`config.mk`:
```
export PLATFORM = sky130hd
export DESIGN_NAME = cfg_port_bridge
export DESIGN_NICKNAME = d
export VERILOG_FILES = /design/src/rtl/cfgp_pkg.sv /design/src/rtl/cfgp_addr_reg.sv /design/src/rtl/cfgp_lane_place.sv /design/src/rtl/cfgp_lane_extract.sv /design/src/rtl/cfgp_ctrl.sv /design/src/rtl/cfg_port_bridge.sv
export SDC_FILE = /design/constraint.sdc
export NUM_CORES = 1
export LEC_CHECK = 0
export CORE_UTILIZATION = 53
export CTS_BUF_LIST = sky130_fd_sc_hd__clkbuf_4 sky130_fd_sc_hd__clkbuf_8
export DETAILED_ROUTE_END_ITERATION = 6
export PLACE_DENSITY = 0.95
export REMOVE_ABC_BUFFERS = 1
export SLEW_MARGIN = 20
export SYNTH_ARGS = -nofsm -noshare
export SYNTH_HDL_FRONTEND = slang
export SYNTH_SLANG_ARGS = --single-unit
```
`constraint.sdc`:
```
create_clock -name clk -period 9.9 [get_ports clk]
set_clock_uncertainty 0.15 [all_clocks]
set_input_delay 2.97 -clock clk [delete_from_list [all_inputs] [get_ports clk]]
set_output_delay 2.97 -clock clk [all_outputs]
set_load 0.03 [all_outputs]
```
`src/rtl/cfgp_pkg.sv`:
```
package cfgp_pkg;

    // controller states
    typedef enum logic [1:0] {
        ST_IDLE   = 2'd0,
        ST_TARGET = 2'd1,
        ST_REPLY  = 2'd2
    } fsm_state_e;

    // access size code on io_size: 0 byte, 1 halfword, 2/3 dword
    function automatic logic [1:0] lane_off(input logic [1:0] size, input logic [1:0] lo);
        case (size)
            2'd0:    lane_off = lo;
            2'd1:    lane_off = {lo[1], 1'b0};
            default: lane_off = 2'd0;
        endcase
    endfunction

    function automatic logic [2:0] lane_count(input logic [1:0] size);
        case (size)
            2'd0:    lane_count = 3'd1;
            2'd1:    lane_count = 3'd2;
            default: lane_count = 3'd4;
        endcase
    endfunction

endpackage

```
`src/rtl/cfgp_addr_reg.sv`:
```
module cfgp_addr_reg #(
    parameter int                DATA_W = 32,
    parameter logic [DATA_W-1:0] WMASK  = 32'h8FFF_FFFC
) (
    input  logic              clk,
    input  logic              rst_n,
    input  logic              wr_en,
    input  logic [DATA_W-1:0] wdata,
    output logic [DATA_W-1:0] value
);

    always_ff @(posedge clk) begin
        if (!rst_n)
            value <= '0;
        else if (wr_en)
            value <= wdata & WMASK;
    end

endmodule

```
`src/rtl/cfgp_lane_place.sv`:
```
module cfgp_lane_place
    import cfgp_pkg::*;
#(
    parameter int DATA_W = 32
) (
    input  logic [1:0]          size,
    input  logic [1:0]          lo,
    input  logic [DATA_W-1:0]   din,
    output logic [DATA_W/8-1:0] be,
    output logic [DATA_W-1:0]   dout
);

    localparam int LANES = DATA_W / 8;

    logic [1:0]        off;
    logic [2:0]        nb;
    logic [LANES-1:0]  msk;
    logic [DATA_W-1:0] dmask;

    assign off = lane_off(size, lo);
    assign nb  = lane_count(size);

    generate
        for (genvar i = 0; i < LANES; i++) begin : g_lane
            assign msk[i]         = (nb > 3'(i));
            assign dmask[8*i +: 8] = {8{msk[i]}};
        end
    endgenerate

    assign be   = msk << off;
    assign dout = (din & dmask) << {off, 3'b000};

endmodule

```
`src/rtl/cfgp_lane_extract.sv`:
```
module cfgp_lane_extract
    import cfgp_pkg::*;
#(
    parameter int DATA_W = 32
) (
    input  logic [1:0]        size,
    input  logic [1:0]        lo,
    input  logic [DATA_W-1:0] din,
    output logic [DATA_W-1:0] dout
);

    localparam int LANES = DATA_W / 8;

    logic [1:0]        off;
    logic [2:0]        nb;
    logic [DATA_W-1:0] dmask;

    assign off = lane_off(size, lo);
    assign nb  = lane_count(size);

    generate
        for (genvar i = 0; i < LANES; i++) begin : g_lane
            assign dmask[8*i +: 8] = {8{(nb > 3'(i))}};
        end
    endgenerate

    assign dout = (din >> {off, 3'b000}) & dmask;

endmodule

```
`src/rtl/cfgp_ctrl.sv`:
```
module cfgp_ctrl
    import cfgp_pkg::*;
(
    input  logic       clk,
    input  logic       rst_n,
    input  logic       io_valid,
    input  logic       to_target,
    input  logic       cfg_done,
    output fsm_state_e state,
    output logic       accept,
    output logic       launch,
    output logic       cfg_req,
    output logic       capture_rsp,
    output logic       io_done
);

    fsm_state_e state_q, state_d;

    assign state = state_q;

    always_comb begin
        state_d = state_q;
        unique case (state_q)
            ST_IDLE:   if (io_valid) state_d = to_target ? ST_TARGET : ST_REPLY;
            ST_TARGET: if (cfg_done) state_d = ST_REPLY;
            ST_REPLY:  state_d = ST_IDLE;
            default:   state_d = ST_IDLE;
        endcase
    end

    always_ff @(posedge clk) begin
        if (!rst_n)
            state_q <= ST_IDLE;
        else
            state_q <= state_d;
    end

    always_comb begin
        accept      = 1'b0;
        launch      = 1'b0;
        cfg_req     = 1'b0;
        capture_rsp = 1'b0;
        io_done     = 1'b0;
        unique case (state_q)
            ST_IDLE: begin
                accept = io_valid;
                launch = io_valid & to_target;
            end
            ST_TARGET: begin
                cfg_req     = 1'b1;
                capture_rsp = cfg_done;
            end
            ST_REPLY: io_done = 1'b1;
            default: ;
        endcase
    end

endmodule

```
`src/rtl/cfg_port_bridge.sv`:
```
module cfg_port_bridge
    import cfgp_pkg::*;
#(
    parameter int                PORT_W    = 16,
    parameter logic [PORT_W-1:0] ADDR_PORT = 16'h0CF8,
    parameter logic [PORT_W-1:0] DATA_PORT = 16'h0CFC,
    parameter int                DATA_W    = 32,
    parameter int                BUS_W     = 8,
    parameter int                DEVFN_W   = 8,
    parameter int                EXT_W     = 4
) (
    input  logic                          clk,
    input  logic                          rst_n,
    input  logic                          io_valid,
    input  logic                          io_write,
    input  logic [PORT_W-1:0]             io_addr,
    input  logic [1:0]                    io_size,
    input  logic [DATA_W-1:0]             io_wdata,
    output logic                          io_done,
    output logic [DATA_W-1:0]             io_rdata,
    output logic                          cfg_req,
    output logic                          cfg_write,
    output logic [BUS_W-1:0]              cfg_bus,
    output logic [DEVFN_W-1:0]            cfg_devfn,
    output logic [EXT_W+6-1:0]            cfg_reg,
    output logic [DATA_W/8-1:0]           cfg_be,
    output logic [DATA_W-1:0]             cfg_wdata,
    input  logic                          cfg_done,
    input  logic [DATA_W-1:0]             cfg_rdata
);

    localparam int LANES      = DATA_W / 8;
    localparam int IDX_W      = 6;
    localparam int REG_W      = EXT_W + IDX_W;
    localparam int IDX_LSB    = 2;
    localparam int DEVFN_LSB  = 8;
    localparam int BUS_LSB    = DEVFN_LSB + DEVFN_W;
    localparam int EXT_LSB    = BUS_LSB + BUS_W;
    localparam int ENABLE_BIT = DATA_W - 1;
    localparam logic [DATA_W-1:0] WMASK =
        (DATA_W'(1) << ENABLE_BIT) | ((DATA_W'(1) << (EXT_LSB + EXT_W)) - DATA_W'(4));

    // address register and decode
    logic [DATA_W-1:0] addr_q;
    logic              hit_addr, hit_win, to_target, addr_wr;

    assign hit_addr  = (io_addr[PORT_W-1:2] == ADDR_PORT[PORT_W-1:2]);
    assign hit_win   = (io_addr[PORT_W-1:2] == DATA_PORT[PORT_W-1:2]);
    assign to_target = hit_win & addr_q[ENABLE_BIT];

    // controller
    fsm_state_e fsm_st;
    logic       accept, launch, capture_rsp;

    cfgp_ctrl ctrl_i (
        .clk        (clk),
        .rst_n      (rst_n),
        .io_valid   (io_valid),
        .to_target  (to_target),
        .cfg_done   (cfg_done),
        .state      (fsm_st),
        .accept     (accept),
        .launch     (launch),
        .cfg_req    (cfg_req),
        .capture_rsp(capture_rsp),
        .io_done    (io_done)
    );

    assign addr_wr = accept & io_write & hit_addr & io_size[1];

    cfgp_addr_reg #(.DATA_W(DATA_W), .WMASK(WMASK)) areg_i (
        .clk  (clk),
        .rst_n(rst_n),
        .wr_en(addr_wr),
        .wdata(io_wdata),
        .value(addr_q)
    );

    // lane steering: outbound placement, local readback, target readback
    logic [LANES-1:0]  be_now;
    logic [DATA_W-1:0] wdata_now, local_rd, tgt_rd;
    logic [1:0]        q_size, q_lo;
    logic              q_write;

    cfgp_lane_place #(.DATA_W(DATA_W)) place_i (
        .size(io_size),
        .lo  (io_addr[1:0]),
        .din (io_wdata),
        .be  (be_now),
        .dout(wdata_now)
    );

    cfgp_lane_extract #(.DATA_W(DATA_W)) local_ext_i (
        .size(io_size),
        .lo  (io_addr[1:0]),
        .din (addr_q),
        .dout(local_rd)
    );

    cfgp_lane_extract #(.DATA_W(DATA_W)) tgt_ext_i (
        .size(q_size),
        .lo  (q_lo),
        .din (cfg_rdata),
        .dout(tgt_rd)
    );

    // captured request and reply data
    logic [BUS_W-1:0]   q_bus;
    logic [DEVFN_W-1:0] q_devfn;
    logic [REG_W-1:0]   q_reg;
    logic [LANES-1:0]   q_be;
    logic [DATA_W-1:0]  q_wdata, rsp_q;

    always_ff @(posedge clk) begin
        if (!rst_n) begin
            q_bus   <= '0;
            q_devfn <= '0;
            q_reg   <= '0;
            q_be    <= '0;
            q_wdata <= '0;
            q_write <= 1'b0;
            q_size  <= '0;
            q_lo    <= '0;
            rsp_q   <= '0;
        end else begin
            if (launch) begin
                q_bus   <= addr_q[BUS_LSB +: BUS_W];
                q_devfn <= addr_q[DEVFN_LSB +: DEVFN_W];
                q_reg   <= {addr_q[EXT_LSB +: EXT_W], addr_q[IDX_LSB +: IDX_W]};
                q_be    <= be_now;
                q_wdata <= wdata_now;
                q_write <= io_write;
                q_size  <= io_size;
                q_lo    <= io_addr[1:0];
            end
            if (accept && !to_target)
                rsp_q <= io_write ? '0 : (hit_addr ? local_rd : '1);
            if (capture_rsp)
                rsp_q <= q_write ? '0 : tgt_rd;
        end
    end

    assign io_rdata  = rsp_q;
    assign cfg_write = q_write;
    assign cfg_bus   = q_bus;
    assign cfg_devfn = q_devfn;
    assign cfg_reg   = q_reg;
    assign cfg_be    = q_be;
    assign cfg_wdata = q_wdata;

endmodule

```
==> key figures <==
Clocking
  – H-tree levels: 4
  – Clock tree buffer depth: 2
  – Cts repair resizes: 0
  – Worst-path clk slew: around 70 ps
  – Num CTS Buffers: 17
  – Root Buffer: clkbuf_8
  – CTS tree: yes
  – Post-CTS setup repair buffer count: 0
  – Worst-Skew Late Latency: about 450 ps
  – Hold-fix buffers, CTS: 0
  – CTS sink count: between 100 and 150

Run
  – Max capacitance violation total: 0

Power and ir drop
  – Max VDD drop: between 0.06 and 0.07 mV
  – Sequential share of power: 45.9%
  – Cell Pwr Density: about 140 nW/um^2
  – Total power: roughly 1.2 mW
  – Switching share of total power: between 20% and 30%
  – Leak Pwr: slightly above 3 nW
  – Sw Pwr: roughly 0.31 mW
  – Total internal power: ~0.85 mW
  – Comb power frac: around 13%
  – Clk pwr share: between 40% and 50%

Timing
  – Rel. slew slack: between 20% and 30%
  – Worst slew pin tran: 1120 ps
  – RSZ-0062 raised after global routing: no
  – Setup Viol. Count Final: 0
  – Period utilization: between 60% and 70%
  – Post-layout minimum cycle time: 6650 ps
  – Final hold violations: 0
  – Final WS setup: between 3000 and 4000 ps
  – Setup TNS: 0 ps
  – Max Freq: about 150 MHz
  – Max Slew Vio Count: 0

Place
  – PortBufs: about 180
  – Pre-CTS setup slack: roughly 2800 ps
  – DP HPWL: ~14 mm
  – RD Place Congestion: ~0.87

Yosys
  – Sequential-to-total area share from yosys stat: between 40 and 50%
  – Post-synthesis instance area: between 6000 and 7000 um^2
  – Cells after synthesis: approximately 760
  – Synth warnings: 0
  – Yosys reg bits: between 100 and 150
  – Avg Cell Area, Syn: 8.17 um^2
  – Count leader, synth: nand2_1
  – Cell taking the most area after synthesis: dfxtp_1
  – Synth unique cells: 49
  – Post-synth EDFFs: 0
  – Ys async rst share: 0%
  – Area contributors post-synth: dfxtp_1, nand2_1, a21boi_0, mux2i_1, clkbuf_1
  – Commonest cells in the netlist: nand2_1, dfxtp_1, a21boi_0, clkbuf_1, a21oi_1
  – Top-area cell type share of the netlist area: around two fifths
  – Main flop type after synthesis: dfxtp_1

Setup path
  – Crit end category: flop
  – CP max-delay cell: or3b_2
  – Critical Path Fanout Max: 19
  – Worst Path Required: 10,140 ps
  – Cells along the critical path: clkdlybuf4s50_1 > or2_2 > ha_1 > or3b_2 > nor2_1 > a222oi_1 > a21boi_0 > o221a_2
  – Kind of critical path: primary input to flop
  – Worst Path Arrival: around 7000 ps
  – Worst setup SP type: primary input
  – Largest stage delay on the critical path: ~740 ps
  – Register-to-register setup slack: about 7200 ps

Floorplan
  – Die height: ~110 um
  – Cell Rows: 39
  – CORE AREA: between 10,000 and 15,000 um^2
  – Io pins: about 180
  – Overall die area: between 10,000 and 15,000 um^2
  – Chip Width: 110 um
  – Initial Util: between 50 and 60%

Worst hold path
  – Hold Path Class: flop to flop

Status
  – Failing checks: DRC
  – Status: finished with violations

Routing
  – Remaining antenna violation count: 0
  – Detailed router's first-iteration violation count: between 700 and 800
  – WL final: 19.9 mm
  – Avg WL per Cell: about 19 um
  – Vias: 6,513
  – DRC Markers: 1
  – Vias/cell: 6.14
  – DRT Pass-1 Iters: 7

Final layout
  – Nets: ~1,000
  – Final Util: about three quarters
  – ANT cells: 0
  – Area delta synth->final: 37.2%
  – Fraction of layout cells with a size suffix above 1: under 10%
  – Fill count: roughly 800

GRT
  – Largest net degree at the start of global routing: 129
  – GRT overflow: 0
  – Number of global-route vias before repair: between 6,000 and 7,000
  – First-pass GRT wire length: 30.5 mm
  – Total track usage: roughly 33%
  – Antenna violations before repair: 0
[through the flow]
| step | std cells | instance area [um^2] | hold slack [ps] |
|---|---|---|---|
| 4_1_cts | 1061 | 8450 | 317 |
| 3_3_place_gp | 1030 | 8040 | 287 |
| 3_5_place_dp | 1030 | 8040 | 300 |
| 5_1_grt | 1061 | 8460 | 338 |
| 6_report | 1061 | 8460 | 316 |
| 2_1_floorplan | 693 | 5930 | 295 |
[worst paths after layout]
path,end,startpoint,cells past startpoint
worst max-delay path,io_rdata[5],io_size[1],8
worst max register to register,io_rdata[5],q_size[1],8
worst min-delay path,cfg_wdata[31],cfg_wdata[31],2
worst min register to register,cfg_wdata[31],cfg_wdata[31],2
[final cells by class]
cell class              count  area (um^2)  share of cell area [%]
multi-input cells         563         3390                    40.1
well taps                 143          179                    2.12
repair buffers            194         1910                    22.6
flip-flops and latches    128         2560                    30.3
clock buffers              18          248                    2.93
clock inverters            13          161                    1.91
inverters                   2         7.51                  0.0887
[layer usage]
metal,vias up,share of wire (%),global-route usage (%)
met5,-,0,0
met1,2989,40,41.9
met4,0,3.2,14.3
met3,76,11,10.2
met2,440,46,52.1
li1,3008,-,-
[placed cells by master, fill, tap and decap left out, types with 8 or more instances in the layout]
cell type and n:
a211o_1 8, a21boi_0 79, a21oi_1 35, a22oi_1 10
a31oi_1 9, a32oi_1 11, buf_4 11, clkbuf_8 18
clkdlybuf4s50_1 182, dfxtp_1 128, mux2i_1 24, nand2_1 195
nand3_1 28, nor2_1 15, o211a_1 11, o21ai_0 32
o221a_2 8, o22ai_1 9
[power groups by stage]
stage	sequential, mW	clock, mW	combinational [mW]
6_report	0.531	0.472	0.155
5_1_grt	0.532	0.496	0.163
4_1_cts	0.531	0.467	0.152
3_5_place_dp	0.543	0	0.151
3_3_place_gp	0.543	0	0.149
2_1_floorplan	0.562	0	0.0454
[kinds of logic after synthesis]
group,Yosys count,synth area share (%)
AOI/OAI and AO/OA,246,28.5
adders and majority gates,3,0.609
buffers and inverters,64,4.04
DFF,128,41.6
muxes,24,3.90
and+or+nand+nor,290,21.4
[worst max-delay path: cells and delay by family]
kind / cells / cell delay [ps]
AOI/OAI and AO/OA: 3 / 800
buffers and inverters: 1 / 680
adders and majority gates: 1 / 450
and+or+nand+nor: 3 / 1970
Power figures use the tool's default switching activity.
